===== config.mk =====
export PLATFORM = sky130hd
export DESIGN_NAME = ws_wake_ctrl
export DESIGN_NICKNAME = d
export VERILOG_FILES = /design/src/rtl/ws_pkg.sv /design/src/rtl/ws_edge_bank.sv /design/src/rtl/ws_regfile.sv /design/src/rtl/ws_seq.sv /design/src/rtl/ws_pad_hold.sv /design/src/rtl/ws_wake_ctrl.sv
export SDC_FILE = /design/constraint.sdc
export NUM_CORES = 1
export LEC_CHECK = 0
export BUFFER_PORTS_ARGS = -buffer_cell sky130_fd_sc_hd__buf_2
export CAP_MARGIN = 20
export CORE_ASPECT_RATIO = 1.5
export CORE_MARGIN = 4
export CORE_UTILIZATION = 50
export CTS_CLUSTER_DIAMETER = 200
export DETAILED_ROUTE_END_ITERATION = 12
export GPL_ROUTABILITY_DRIVEN = 1
export PLACE_DENSITY = 0.73
export SYNTH_ARGS = -nofsm -noshare
export SYNTH_HDL_FRONTEND = slang
export SYNTH_HIERARCHICAL = 1
export SYNTH_SLANG_ARGS = --single-unit

===== constraint.sdc =====
create_clock -name clk -period 4.6 [get_ports clk]
set_clock_uncertainty 0.1 [all_clocks]
set_input_delay 0.69 -clock clk [delete_from_list [all_inputs] [get_ports clk]]
set_output_delay 0.69 -clock clk [all_outputs]
set_load 0.02 [all_outputs]

===== src/rtl/ws_pkg.sv =====
package ws_pkg;
  localparam int AW = 3;
  localparam logic [AW-1:0] A_EN   = 3'd0;
  localparam logic [AW-1:0] A_FLAG = 3'd1;
  localparam logic [AW-1:0] A_EDGE = 3'd2;
  localparam logic [AW-1:0] A_CTRL = 3'd3;
  localparam logic [AW-1:0] A_STAT = 3'd4;
  localparam int CTRL_DEEP = 0;
  localparam int CTRL_KEEP = 1;

  typedef enum logic [2:0] {
    ST_RUN  = 3'd0,
    ST_SOFT = 3'd1,
    ST_DEEP = 3'd2,
    ST_RETN = 3'd3,
    ST_HOLD = 3'd4
  } ws_state_e;
endpackage


===== src/rtl/ws_edge_bank.sv =====
module ws_edge_bank #(
  parameter int NSRC = 16,
  parameter int SYNC = 2
) (
  input  logic            clk,
  input  logic            rst_n,
  input  logic [NSRC-1:0] src_in,
  input  logic [NSRC-1:0] rise_sel,
  output logic [NSRC-1:0] hit
);
  localparam int LAST = SYNC - 1;

  for (genvar g = 0; g < NSRC; g++) begin : g_src
    logic [SYNC-1:0] sh;
    logic            prev;
    always_ff @(posedge clk or negedge rst_n) begin
      if (!rst_n) begin
        sh   <= '0;
        prev <= 1'b0;
      end else begin
        sh   <= {sh[SYNC-2:0], src_in[g]};
        prev <= sh[LAST];
      end
    end
    assign hit[g] = rise_sel[g] ? (sh[LAST] & ~prev) : (~sh[LAST] & prev);
  end
endmodule


===== src/rtl/ws_regfile.sv =====
module ws_regfile
  import ws_pkg::*;
#(
  parameter int NSRC = 16
) (
  input  logic            clk,
  input  logic            rst_n,
  input  logic            wr,
  input  logic [AW-1:0]   addr,
  input  logic [NSRC-1:0] wdata,
  output logic [NSRC-1:0] rdata,
  input  logic [NSRC-1:0] hit,
  input  logic            wake_deep,
  output logic [NSRC-1:0] en,
  output logic [NSRC-1:0] flag,
  output logic [NSRC-1:0] rise_sel,
  output logic            deep_req,
  output logic            keep
);
  logic            detect;
  logic [NSRC-1:0] clr;

  assign clr = (wr && addr == A_FLAG) ? ~wdata : '0;

  always_ff @(posedge clk or negedge rst_n) begin
    if (!rst_n) begin
      en       <= '0;
      flag     <= '0;
      rise_sel <= '0;
      deep_req <= 1'b0;
      keep     <= 1'b0;
      detect   <= 1'b0;
    end else begin
      flag <= (flag & ~clr) | hit;
      if (wr && addr == A_EN)   en       <= wdata;
      if (wr && addr == A_EDGE) rise_sel <= wdata;
      if (wr && addr == A_CTRL) keep     <= wdata[CTRL_KEEP];
      if (wake_deep)                      deep_req <= 1'b0;
      else if (wr && addr == A_CTRL)      deep_req <= wdata[CTRL_DEEP];
      if (wake_deep)                                 detect <= 1'b1;
      else if (wr && addr == A_STAT && !wdata[0])    detect <= 1'b0;
    end
  end

  always_comb begin
    case (addr)
      A_EN:    rdata = en;
      A_FLAG:  rdata = flag;
      A_EDGE:  rdata = rise_sel;
      A_CTRL:  rdata = {{(NSRC-2){1'b0}}, keep, deep_req};
      A_STAT:  rdata = {{(NSRC-1){1'b0}}, detect};
      default: rdata = '0;
    endcase
  end

  p_flag_sticky_r3: assert property (@(posedge clk) disable iff (!rst_n)
    !(wr && addr == A_FLAG) |=> ((flag & $past(flag)) == $past(flag)));

  p_hit_sets_r1: assert property (@(posedge clk) disable iff (!rst_n)
    (|hit) |=> ((flag & $past(hit)) == $past(hit)));
endmodule


===== src/rtl/ws_seq.sv =====
module ws_seq
  import ws_pkg::*;
#(
  parameter int RET_CYC  = 4,
  parameter int WAIT_CYC = 3
) (
  input  logic clk,
  input  logic rst_n,
  input  logic sleep_cmd,
  input  logic deep_req,
  input  logic mon1,
  input  logic mon2,
  input  logic wake_any,
  output logic wake_deep,
  output logic in_deep,
  output logic in_soft,
  output logic ds_rst,
  output logic wake_req
);
  localparam int MAXC = (RET_CYC > WAIT_CYC) ? RET_CYC : WAIT_CYC;
  localparam int CW   = $clog2(MAXC + 1);
  localparam logic [CW-1:0] RET_LD  = CW'(RET_CYC - 1);
  localparam logic [CW-1:0] WAIT_LD = CW'(WAIT_CYC - 1);

  ws_state_e     st, st_n;
  logic [CW-1:0] cnt, cnt_n;
  logic          wake_n;

  always_comb begin
    st_n   = st;
    cnt_n  = cnt;
    wake_n = 1'b0;
    case (st)
      ST_RUN: if (sleep_cmd) st_n = (deep_req && !mon1 && !mon2) ? ST_DEEP : ST_SOFT;
      ST_SOFT: if (wake_any) begin
        st_n   = ST_RUN;
        wake_n = 1'b1;
      end
      ST_DEEP: if (wake_any) begin
        st_n   = ST_RETN;
        cnt_n  = RET_LD;
        wake_n = 1'b1;
      end
      ST_RETN: if (cnt == '0) begin
        st_n  = ST_HOLD;
        cnt_n = WAIT_LD;
      end else cnt_n = cnt - 1'b1;
      ST_HOLD: if (cnt == '0) st_n = ST_RUN;
               else cnt_n = cnt - 1'b1;
      default: st_n = ST_RUN;
    endcase
  end

  always_ff @(posedge clk or negedge rst_n) begin
    if (!rst_n) begin
      st       <= ST_RUN;
      cnt      <= '0;
      wake_req <= 1'b0;
    end else begin
      st       <= st_n;
      cnt      <= cnt_n;
      wake_req <= wake_n;
    end
  end

  assign wake_deep = (st == ST_DEEP) && wake_any;
  assign in_deep   = (st == ST_DEEP);
  assign in_soft   = (st == ST_SOFT);
  assign ds_rst    = (st == ST_RETN) || (st == ST_HOLD);

  p_wake_resets_r5: assert property (@(posedge clk) disable iff (!rst_n)
    (in_deep && wake_any) |=> ds_rst);

  p_no_deep_mon_r7: assert property (@(posedge clk) disable iff (!rst_n)
    (!in_deep && !in_soft && !ds_rst && sleep_cmd && (mon1 || mon2)) |=> !in_deep);

  p_soft_no_rst_r10: assert property (@(posedge clk) disable iff (!rst_n)
    in_soft |=> !ds_rst);
endmodule


===== src/rtl/ws_pad_hold.sv =====
module ws_pad_hold #(
  parameter int PADW = 16
) (
  input  logic            clk,
  input  logic            rst_n,
  input  logic            keep,
  input  logic [PADW-1:0] port_cfg,
  output logic [PADW-1:0] pad_out
);
  logic [PADW-1:0] held;

  always_ff @(posedge clk or negedge rst_n) begin
    if (!rst_n)     held <= '0;
    else if (!keep) held <= port_cfg;
  end

  assign pad_out = keep ? held : port_cfg;

  p_pads_frozen_r9: assert property (@(posedge clk) disable iff (!rst_n)
    (keep && $past(keep)) |-> $stable(pad_out));
endmodule


===== src/rtl/ws_wake_ctrl.sv =====
module ws_wake_ctrl
  import ws_pkg::*;
#(
  parameter int NSRC     = 16,
  parameter int PADW     = 16,
  parameter int SYNC     = 2,
  parameter int RET_CYC  = 4,
  parameter int WAIT_CYC = 3
) (
  input  logic            clk,
  input  logic            rst_n,
  input  logic [NSRC-1:0] wake_src,
  input  logic            reg_wr,
  input  logic [2:0]      reg_addr,
  input  logic [NSRC-1:0] reg_wdata,
  output logic [NSRC-1:0] reg_rdata,
  input  logic            sleep_cmd,
  input  logic            mon1_rst_mode,
  input  logic            mon2_rst_mode,
  input  logic [PADW-1:0] port_cfg,
  output logic [PADW-1:0] pad_out,
  output logic            in_deep,
  output logic            in_soft,
  output logic            ds_rst,
  output logic            wake_req
);
  logic [NSRC-1:0] hit, en, flag, rise_sel;
  logic            deep_req, keep, wake_deep, wake_any;

  assign wake_any = |(flag & en);

  ws_edge_bank #(.NSRC(NSRC), .SYNC(SYNC)) u_edges (
    .clk(clk), .rst_n(rst_n), .src_in(wake_src), .rise_sel(rise_sel), .hit(hit));

  ws_regfile #(.NSRC(NSRC)) u_regs (
    .clk(clk), .rst_n(rst_n), .wr(reg_wr), .addr(reg_addr), .wdata(reg_wdata),
    .rdata(reg_rdata), .hit(hit), .wake_deep(wake_deep), .en(en), .flag(flag),
    .rise_sel(rise_sel), .deep_req(deep_req), .keep(keep));

  ws_seq #(.RET_CYC(RET_CYC), .WAIT_CYC(WAIT_CYC)) u_seq (
    .clk(clk), .rst_n(rst_n), .sleep_cmd(sleep_cmd), .deep_req(deep_req),
    .mon1(mon1_rst_mode), .mon2(mon2_rst_mode), .wake_any(wake_any),
    .wake_deep(wake_deep), .in_deep(in_deep), .in_soft(in_soft),
    .ds_rst(ds_rst), .wake_req(wake_req));

  ws_pad_hold #(.PADW(PADW)) u_pads (
    .clk(clk), .rst_n(rst_n), .keep(keep), .port_cfg(port_cfg), .pad_out(pad_out));

  p_keep_survives_r8: assert property (@(posedge clk) disable iff (!rst_n)
    (ds_rst && !reg_wr) |=> (keep == $past(keep)));
endmodule


# Yosys cells after proc, flatten, opt, wreduce, memory -nomap -nowiden
# Index checks and enable logic that the tools add are counted.
op_classes:
  addsub: 1
  eq_ne: 14
  n_mux: 35
  bitwise_logic: 69
  reduce_logical: 23
ops:
  columns: ["operator", "count"]
  rows:
  - ["one-hot mux 16 bit (5 select lines)", 1]
  - ["AND 1 bit", 32]
  - ["AND 16 bit", 2]
  - ["2-to-1 mux 16 bit", 2]
  - ["inverter 1 bit", 32]
  - ["inverter 16 bit", 2]
  - ["2-to-1 mux 1 bit", 22]
  - ["2-to-1 mux 3 bit", 7]
  - ["bitwise OR 16 bit", 1]
  - ["OR reduction 16 bit", 1]
  - ["one-hot mux 3 bit (5 select lines)", 1]
  - ["equality test 3 x 2 -> 1 bit (second input constant)", 4]
  - ["logical AND 1 bit", 9]
  - ["logical NOT 3 bit", 3]
  - ["one-hot mux 3 bit (3 select lines)", 1]
  - ["inequality test 2 x 1 -> 1 bit (second input constant)", 4]
  - ["equality test 3 x 1 -> 1 bit (second input constant)", 2]
  - ["equality test 3 bit (second input constant)", 2]
  - ["AND reduction 5 bit", 1]
  - ["inequality test 2 bit (second input constant)", 2]
  - ["nonzero test 2 bit", 2]
  - ["logical NOT 1 bit", 3]
  - ["AND reduction 3 bit", 1]
  - ["nonzero test 3 bit", 1]
  - ["other kinds (4)", 4]
word_totals:
  ff_bits: 122
  input_bits: 57
  out_inout_bits: 36

# Depth between registers and ports, before layout
# Gate-level depths: netlist (run 1).
logic_depth:
  word_depth: 6
  ltp_mapped: 7

# Hierarchy
# Netlist (run 1), hierarchy kept.
modules_own_cells:
  columns: ["module", "n_inst", "cells_each", "area_per_inst_um2", "seq_area_each_um2"]
  rows:
  - ["ws_regfile", 1, 203, 2441.1, 1276.2]
  - ["ws_edge_bank", 1, 96, 1557.7, 1201.2]
  - ["ws_pad_hold", 1, 34, 649.4, 400.4]
  - ["ws_seq", 1, 43, 434.2, 175.2]
  - ["ws_wake_ctrl", 1, 9, 101.3, 0.0]

# Worst setup path before layout (run 1)
# No wires, ideal clock.
synth_path:
  path_kind: "input port to output port"
  startpoint: "input port reg_addr[0]"
  endpoint: "output port reg_rdata[3]"
  arrival_time_ns: 1.744
  t_required_ns: 3.810
  slack_ns: 2.066
  cell_stages: 5
  path_buffers: 2
  cell_sequence: "buf_4 buf_4 mux2i_1 or2_2 a21oi_1"
synth_between:
  elab_chain_len: 2
  elab_cells_between_ends: 6
synth_lines:
  columns: ["item", "line_no", "rtl"]
  rows:
  - ["start: declaration", "ws_wake_ctrl.sv:14", "input logic [2:0] reg_addr,"]
  - ["equality test 3 bit (tied with other cells)", "ws_regfile.sv:46", "case (addr)"]
  - ["one-hot mux 16 bit (5 select lines) *", "ws_regfile.sv:46", null]
  - ["end: declaration", "ws_wake_ctrl.sv:16", "output logic [NSRC-1:0] reg_rdata,"]
# Mark *: on every way between the ends. The rest lies on a longest branch, timed or not.

# Worst setup path in the final report (run 1)
layout_path:
  startpoint: "input port reg_addr[0]"
  endpoint: "output port reg_rdata[1]"
# Same word-level chain as after synthesis.

==> summary by stage, run 1 <==
Global route
The number of global-route vias before repair is between 3000 and 4000. The first global-routing pass estimated 17660 µm of wire. Entering global routing, the biggest net connects 76 pins. The initial antenna violation count is 0. The global route total overflow is 0. For this run, the total global-route usage over all layers was measured as a little under a fifth.

CTS
After clock tree synthesis, the setup repair step added 0 buffers. Hold repair after CTS inserted 0 buffers. The CTS tree is done. The clock passes through at most 2 buffers. The clock root buffer is clkbuf_16. Clock tree synthesis inserted a total of 17 buffers.

Clock-pin slew was measured on the worst setup and hold paths at roughly 0.050 ns. The H-tree was split into 4 levels. The sink count of the clock tree is around 120. At the later pin of the worst-skew pair, clock insertion delay measures roughly 0.40 ns. Post-CTS repair changed the size of 0 cells.

Route
In the routed design, unresolved DRC markers number 0. The total length of routed wires is around 11000 µm. The first routing iteration left 128 violations. The number of vias per cell after detailed routing is 5.478. The final route contains 3369 vias. The number of search-and-repair iterations in the first detailed-routing pass is 4. In the final routed layout, each cell accounts on average for 17.14 µm.

The detail route stage leaves a number of antenna-violating nets equal to 0.

Pwr
The total power is approximately 3400 µW. VDD sags by at most slightly above 0.3 mV. The analysis attributes to cell leakage a power of 0.002846 µW. The power per cell area is 533.8 nW/µm².

Floorplanning
The row count is 45. The area of the die is about 12000 µm². The floorplan step set the die height to 132.7 µm. The total I/O pin count is just over 90. The die width is 91.14 µm.

Once the floorplan was initialized, standard cells occupied 51.15% of the core. The region available for standard cell placement spans 10130 µm².

Synth
In the synthesized netlist the dominant register cell turns out to be dfrtp_1. The average size of a mapped cell is between 10 and 15 µm². In this run, synthesis inferred 0 flip-flops with an integrated enable. The share of the Yosys chip area taken by registers is between 50% and 60%.

The share of synthesized area in the top cell type comes to between 50% and 60%. The most area-hungry cell type in the Yosys netlist is dfrtp_1. In the post-synthesis netlist, the biggest area contributors are dfrtp_1 59%, mux2_2 8.7%, nand2b_1 4.2%. The netlist area before placement is 5184 µm². The gate count of the mapped netlist is between 300 and 400. The post-synth net total is 444. The proportion of synthesized flip-flops having asynchronous set or reset is 100.0%. After synthesis the netlist holds a flip-flop and latch count of 122. The count of different cell masters after synthesis is 45.

During synthesis, Yosys emitted a total of 6 warnings.

Timing
The count of endpoints failing setup in the final report is 0. For this run, the top clock speed supported by timing is around 340 MHz. The transition time at the pin with the least slew margin is 1.070 ns. The final sum of negative setup slack is 0 ns. Setup repair after global routing left no endpoint under its margin. The period utilization is between 60 and 70%. The time the worst path needs with I/O delays and setup is just under 3 ns.

The number of pins exceeding their max-slew limit in the final report came to 0. In this run the tightest slew margin relative to its limit is 28.59%. The number of endpoints with negative hold slack in the final report is 0.

Cells and area
For this run, the post-layout net count is 544. The final instance area is 6285 µm². The area growth from synthesis to layout is 21.24%.

The number of diodes is 0. The fraction of layout cells with a size suffix above 1 is a little over two fifths.

Setup path
Setup slack on the worst reg-to-reg path comes out at 2.61 ns. The library cell contributing the largest single delay on the critical path is mux4_2. Traced cell by cell, the critical path runs through buf_2 > mux4_2 > nor2b_1 > buf_2. The maximum net fanout on the critical path is 25. For the worst setup path, the data required time is roughly 3.8 ns. The end of the worst register-to-register path is u_seq/cnt[2]. The depth of the worst register-to-register path is 6. Among the stages of the critical path, the cell type that occurs most often is buf_2. The worst setup path is launched from an input pin.

The worst setup path is of the in -> out kind. The largest stage delay on the critical path is a little under 0.6 ns. The startpoint identified for the worst register-to-register timing path is u_regs/flag[2]. The arrival time at the worst endpoint is 2.19 ns. The endpoint type of the worst setup path is an output pin.

Hold path
The path category of the worst min-delay check is reg -> reg. The worst hold path was traced through 0 stages. The start point of the worst hold path is u_edges/g_src[0].sh[0]. The worst hold path terminates at u_edges/g_src[0].sh[1].

Flow run
The max-cap violation count is 0.

Place
Summed over all nets, the half-perimeter wirelength after detailed placement is 7088 µm. The count of input and output buffers is 92. The weighted congestion reported at the end of routability-driven placement is 0.7740. Once placement finished, the instance area stood at 5695 µm².

Outcome
The run finished with clean final reports.
==> flip-flops by register name (all words and copies together) (netlist names) <==
register	count
u_edges/g_src.prev	16
u_edges/g_src.sh	32
u_pads/held	16
u_regs/deep_req	1
u_regs/detect	1
u_regs/en	16
u_regs/flag	16
u_regs/keep	1
u_regs/rise_sel	16
u_seq/cnt	3
u_seq/st	3
u_seq/wake_req	1
==> cells by family (layout without fill, tap and decap cells) <==
logic type      after synthesis  count (layout)  share of synthesized area, %
compound gates               72              72                         11.13
mux                          67              67                         15.11
fa+ha+maj                     2               2                        0.4827
flops                       122             122                         58.89
simple gates                106             106                         11.92
buf+inv                      16             129                         2.462
==> worst max path at each step <==
stage | start | end | slack, ns
floorplan | reg_addr[0] | reg_rdata[3] | 2.07
global placement | reg_addr[0] | reg_rdata[1] | 1.65
detailed placement | reg_addr[0] | reg_rdata[1] | 1.63
CTS | reg_addr[0] | reg_rdata[1] | 1.62
global route | reg_addr[1] | reg_rdata[12] | 1.56
finish | reg_addr[0] | reg_rdata[1] | 1.62
==> Yosys cell counts (2+ instances only) <==
| cell | number |
|---|---|
| a31oi_1 | 2 |
| mux2i_1 | 16 |
| o22ai_2 | 15 |
| nand2b_1 | 35 |
| nand2_1 | 32 |
| a221oi_2 | 4 |
| nor2b_1 | 3 |
| o21a_1 | 4 |
| clkbuf_1 | 4 |
| nor2_1 | 6 |
| mux2_2 | 40 |
| dfrtp_1 | 122 |
| or2_2 | 14 |
| a21oi_1 | 17 |
| mux2_4 | 10 |
| buf_2 | 2 |
| inv_1 | 2 |
| a22o_1 | 5 |
| o21ai_0 | 17 |
| nor3b_1 | 3 |
| buf_6 | 4 |
| ha_1 | 2 |
| buf_4 | 2 |
| nand3b_1 | 3 |
==> worst max-delay path: cells and delay by family <==
kind / cells / cell delay (ns)
multiplexers: 1 / 0.58
AND/OR/NAND/NOR: 1 / 0.16
buffers and inverters: 2 / 0.75
==> stage by stage <==
| step | util (%) | setup WS, ns | instances | hold slack [ns] |
|---|---|---|---|---|
| 3_5_place_dp | 56.20 | 1.627 | 583 | 0.2347 |
| 5_1_grt | 62.01 | 1.558 | 615 | 0.2500 |
| 4_1_cts | 62.01 | 1.622 | 615 | 0.2459 |
| 2_1_floorplan | - | 2.066 | 385 | 0.2312 |
| 6_report | 62.01 | 1.623 | 615 | 0.2450 |
| 3_3_place_gp | 56.20 | 1.653 | 583 | 0.2330 |
==> cells in the final DEF, fill, tap and decap left out, types with 2 or more instances in the layout <==
cell type / n
a21oi_1: 17
a221oi_2: 4
a22o_1: 5
a31oi_1: 2
buf_2: 91
buf_4: 4
bufinv_16: 3
clkbuf_1: 5
clkbuf_16: 17
clkbuf_8: 2
clkinv_2: 4
dfrtp_1: 122
ha_1: 2
inv_1: 2
mux2_2: 40
mux2_4: 10
mux2i_1: 16
nand2_1: 32
nand2b_1: 35
nand3b_1: 3
nor2_1: 6
nor2b_1: 3
nor3b_1: 3
o21a_1: 4
o21ai_0: 17
o22ai_2: 15
or2_2: 14
==> layout make-up <==
| cell class | count | area, µm² |
|---|---|---|
| Fill cell | 814 | 3850 |
| Sequential cell | 122 | 3053 |
| Clock buffer | 24 | 471.7 |
| Clock inverter | 8 | 117.6 |
| Tap cell | 117 | 146.4 |
| Multi-Input combinational cell | 247 | 2003 |
| Timing Repair Buffer | 95 | 485.5 |
| Inverter | 2 | 7.507 |
==> where the power goes <==
group | switching, µW | leakage (µW) | internal [µW]
clock | 438 | 0.000288 | 876
sequential | 152 | 0.00140 | 1240
combinational | 325 | 0.00116 | 323
==> per-layer routing <==
metal  vias to the layer above  share of wire [%]  global-route usage [%]
li1                       1563                  -                       -
met1                      1694                 41                   21.18
met2                        95                 51                   31.54
met3                        17                5.8                   6.940
met4                         0                2.0                   7.047
met5                         -                  0                       0
Note: power is estimated with default switching activity, not from simulation.
==> run 2, diff against run 1 <==
--- a/config.mk
+++ b/config.mk
@@ -5,6 +5,7 @@
 export SDC_FILE = /design/constraint.sdc
 export NUM_CORES = 1
 export LEC_CHECK = 0
+export ABC_AREA = 1
 export BUFFER_PORTS_ARGS = -buffer_cell sky130_fd_sc_hd__buf_2
 export CAP_MARGIN = 20
 export CORE_ASPECT_RATIO = 1.5
@@ -13,7 +14,7 @@
 export CTS_CLUSTER_DIAMETER = 200
 export DETAILED_ROUTE_END_ITERATION = 12
 export GPL_ROUTABILITY_DRIVEN = 1
-export PLACE_DENSITY = 0.73
+export PLACE_DENSITY = 0.75
 export SYNTH_ARGS = -nofsm -noshare
 export SYNTH_HDL_FRONTEND = slang
 export SYNTH_HIERARCHICAL = 1
==> constraint.sdc (replaced) <==
create_clock -name clk -period 2.6 [get_ports clk]
set_clock_uncertainty 0.1 [all_clocks]
set_input_delay 0.39 -clock clk [delete_from_list [all_inputs] [get_ports clk]]
set_output_delay 0.39 -clock clk [all_outputs]
set_load 0.02 [all_outputs]
==> run 2 against run 1 <==
  * Non-clock buffer count rose by 23
  * Routed wire length is 12% higher
  * Synthesized area is 1.3% higher
  * Core utilization grew 3.5 points
  * Combinational power grew 62%
  * Hold slack got worse by 0.14 ns
  * Critical path depth is 1 higher
  * Sequential power rose by 71%
==> summary by stage, run 2 <==
Outcome
The flow ran to the end, and the final reports show no timing, DRC or antenna violations.

Setup path
The signal on the critical path passes through inv_1 > nor3_1 > nor2_1 > nand2_1 > buf_2. The worst setup path is launched from a flip-flop. STA classifies the critical path endpoint as an output pin. The library cell contributing the largest single delay on the critical path is dfrtp_1. The maximum net fanout on the critical path came to 19 (-24%). By startpoint and endpoint, the worst setup path is classified as reg -> out. The largest stage delay on the critical path is 0.76 ns (+0.18 ns).

The cell family contributing the most delay on the critical path is flip-flops. The required time of the critical path came to 2.11 ns (-1.70 ns). The number of buffers and inverters on the critical path is 2 (unchanged).

The arrival time at the worst endpoint is 1.71 ns (-0.48 ns).

Pwr
The static power due to leakage is 0.003664 µW (+29%). The total power came to 5927 µW (+77%). The worst IR drop on VDD is 0.6170 mV (+100%). The power per cell area is 887.2 nW/µm² (+66%).

Synth
The netlist area before placement is 5251 µm² (+1.3%). The number of synthesis warnings is 6 (unchanged). The xor-xnor portion of the synthesized cell area is 0.1668% (+0.17 points). The proportion of synthesized flip-flops having asynchronous set or reset is 100.0% (unchanged).

The number of flops mapped to enable cells by yosys is 0 (unchanged). After synthesis, the most frequently instantiated cells are 226 x nand2_1, 122 x dfrtp_1, 101 x inv_1. The share of the synthesized area in compound gates (AO/OA/AOI/OAI) is 3.979% (-7.1 points).

The gate count of the mapped netlist was 625 (+62%). The simple-gate portion of the synthesized area is 27.54% (+16 points). The portion of the post-synthesis area used by sequential elements is 58.14% (-0.76 points).

The multiplexer share of the synthesized area was 0% (-15 points). The dominant synthesized flop cell is dfrtp_1. Summed over all instances, the cell type with the most area after synthesis is dfrtp_1. Sorting the synthesized cells by area gives the leading types as dfrtp_1 58%, nand2_1 16%, nand3_1 7.2%. The area share of the largest cell type after synthesis is 58.14% (-0.76 points). The average size of a mapped cell is 8.402 µm² (-38%).

The most frequent cell after synthesis is nand2_1. The post-synth net total is 684 (+54%). By area, the combinational part of the netlist is dominated by simple AND/OR/NAND/NOR gates. The register bit total from synthesis came to 122 (unchanged).

The count of different cell masters after synthesis is 28 (-38%). The adder-cell share of the synthesized area was 0.4765% (-0.0062 points).

CTS
The number of buffers inserted to repair setup after CTS is 0 (unchanged). The clock transition time at the flip-flop clock pins of the worst setup and hold paths was 0.05 ns (about the same). The clock root buffer is clkbuf_16. The maximum buffer depth of the clock tree is 2 (unchanged). The maximum level of the CTS H-tree was 4 (unchanged). The sink count of the clock tree is 122 (unchanged). The total CTS buffers is 17 (unchanged).

The later-pin clock latency in the skew report is 0.40 ns (about the same). The CTS tree is done.

Cells and area
The layout filler cell count was 878 (+7.9%). The flip-flop count of the largest register after layout is 32 (unchanged). The signed area change from the synthesized netlist to the final layout is 27.21%.

The number of diodes is 0 (unchanged). The fraction of layout cells with a size suffix above 1 is 20.69% (-22 points). The final instance area is 6680 µm² (+6.3%). The commonest non-fill, non-tap cell in the layout is nand2_1.

The final net count is 805 (+48%). In the layout the commonest cells are 226 x nand2_1, 122 x dfrtp_1, 101 x inv_1, 91 x buf_2, 76 x nand3_1. The register with the most flip-flops is u_edges/g_src.sh.

Global route
The largest net degree at the start of global routing is 51 (-33%). The total routing usage reported by global routing is 20.29% (+1.7 points). The number of global-route vias before repair is 4476 (+22%). The initial antenna violation count was 0 (unchanged).

The global-route wire length before repair is 19960 µm (+13%). The global route total overflow was 0 (unchanged).

Route
The residual DRC count is 0 (unchanged). The number of vias per cell after detailed routing is 4.806 (-12%). The initial DRC count came to 187 (+46%). The number of search-and-repair iterations in the first detailed-routing pass is 5 (+1). The total length of routed wires was 11820 µm (+12%).

The antenna violation net count after detailed routing is 0 (unchanged). The routed length per placed instance came to 13.13 µm (-23%). The routed via count is 4325 (+28%).

Timing
The transition time at the pin with the least slew margin is 0.6580 ns (-0.4120 ns). Timing would allow up to 453.7 MHz. The worst relative slew slack is 56.13% (+28 points). The worst hold-check slack is 0.1052 ns (-0.1399 ns). Setup repair after global routing left no endpoint under its margin. The worst path setup slack after routing is 0.3958 ns (-1.228 ns).

The final critical path takes up between 80% and 90% of the cycle. The count of endpoints failing setup in the final report is 0 (unchanged). The final sum of negative setup slack is 0 ns (unchanged). The smallest clock period supported by the final layout is computed as 2.204 ns. The number of endpoints with negative hold slack in the final report came to 0 (unchanged).

The number of pins exceeding their max-slew limit in the final report is 0 (unchanged).

Place
The count of input and output buffers came to 92 (unchanged). The detailed-placement wirelength estimate is 8052 µm (+14%). The weighted congestion reported at the end of routability-driven placement was 0.8316 (+7.4%). The total cell area at the placement stage is 5871 µm² (+3.1%). The worst setup slack after placement is 0.6592 ns (-0.9674 ns).

Floorplanning
The initial cell density of the core is 51.53% (+0.38 points). The area of the die came to 12240 µm² (+1.2%). The die width is 91.68 µm (+0.59%). The total I/O pin count came to 93 (unchanged). The floorplan core area came to 10190 µm² (+0.56%). The row count is 45 (unchanged). The y dimension of the die is 133.5 µm (+0.61%).

Hold path
The path category of the worst min-delay check is in -> reg.

Flow run
The max-cap violation count is 0 (unchanged).
[run 2: worst paths after layout]
path	start	cells after the start	endpoint	slack [ns]
max in group asynchronous	rst_n	3	u_edges/g_src[2].sh[0]	1.35
hold reg to reg	u_edges/g_src[1].sh[0]	0	u_edges/g_src[1].sh[1]	0.25
min in group asynchronous	rst_n	2	u_regs/flag[9]	0.41
setup / recovery	u_regs/keep	5	reg_rdata[1]	0.40
setup reg to reg	u_regs/flag[7]	12	u_seq/st[1]	0.99
hold / removal	port_cfg[1]	3	u_pads/held[1]	0.11
[run 2: cells by family after synthesis]
kind of cell,count (synthesis)
xor+xnor,1
fa+ha+maj,2
flops,122
buf+inv,123
compound gates,40
simple gates,337
[run 2: repair_timing]
item	CTS	global route
hold buffers	17	0
resized for setup	0	0
endpoints found under the hold margin	53	0
[run 2: metrics by stage]
step | instances | utilization (%)
detailed placement | 851 | 57.61
CTS | 900 | 65.55
global placement | 851 | 57.61
finish | 900 | 65.55
floorplan | 625 | -
global route | 900 | 65.55
[run 2: power by group]
group	switching (µW)	internal (µW)	total, µW
sequential	212	2160	2380
clock	820	1680	2500
combinational	666	383	1050
[run 2: routing by layer]
| metal | vias to the layer above | track usage (%) | part of all wire (%) | routed length (µm) |
|---|---|---|---|---|
| met2 | 124 | 37.09 | 54 | 6375 |
| met4 | 0 | 6.124 | 1.5 | 182 |
| met5 | - | 0 | 0 | 0 |
| li1 | 2161 | - | - | - |
| met3 | 18 | 5.593 | 5.1 | 604 |
| met1 | 2022 | 22.71 | 39 | 4655 |
[run 2: cell type report]
type                       instances  area, µm²  area share [%]
sequential                       122       3053           45.70
multi-input combinational        380       1692           25.32
timing repair buffer             118      713.2           10.68
clock buffer                      22      474.2           7.099
inverter                         107      406.6           6.087
tap                              141      176.4           2.641
clock inverter                    10      165.2           2.472
[run 2: tightest hold or removal path: stages]
cell and delay, ns:
buf_2 0.07, nand2_1 0.04, nand2_1 0.06
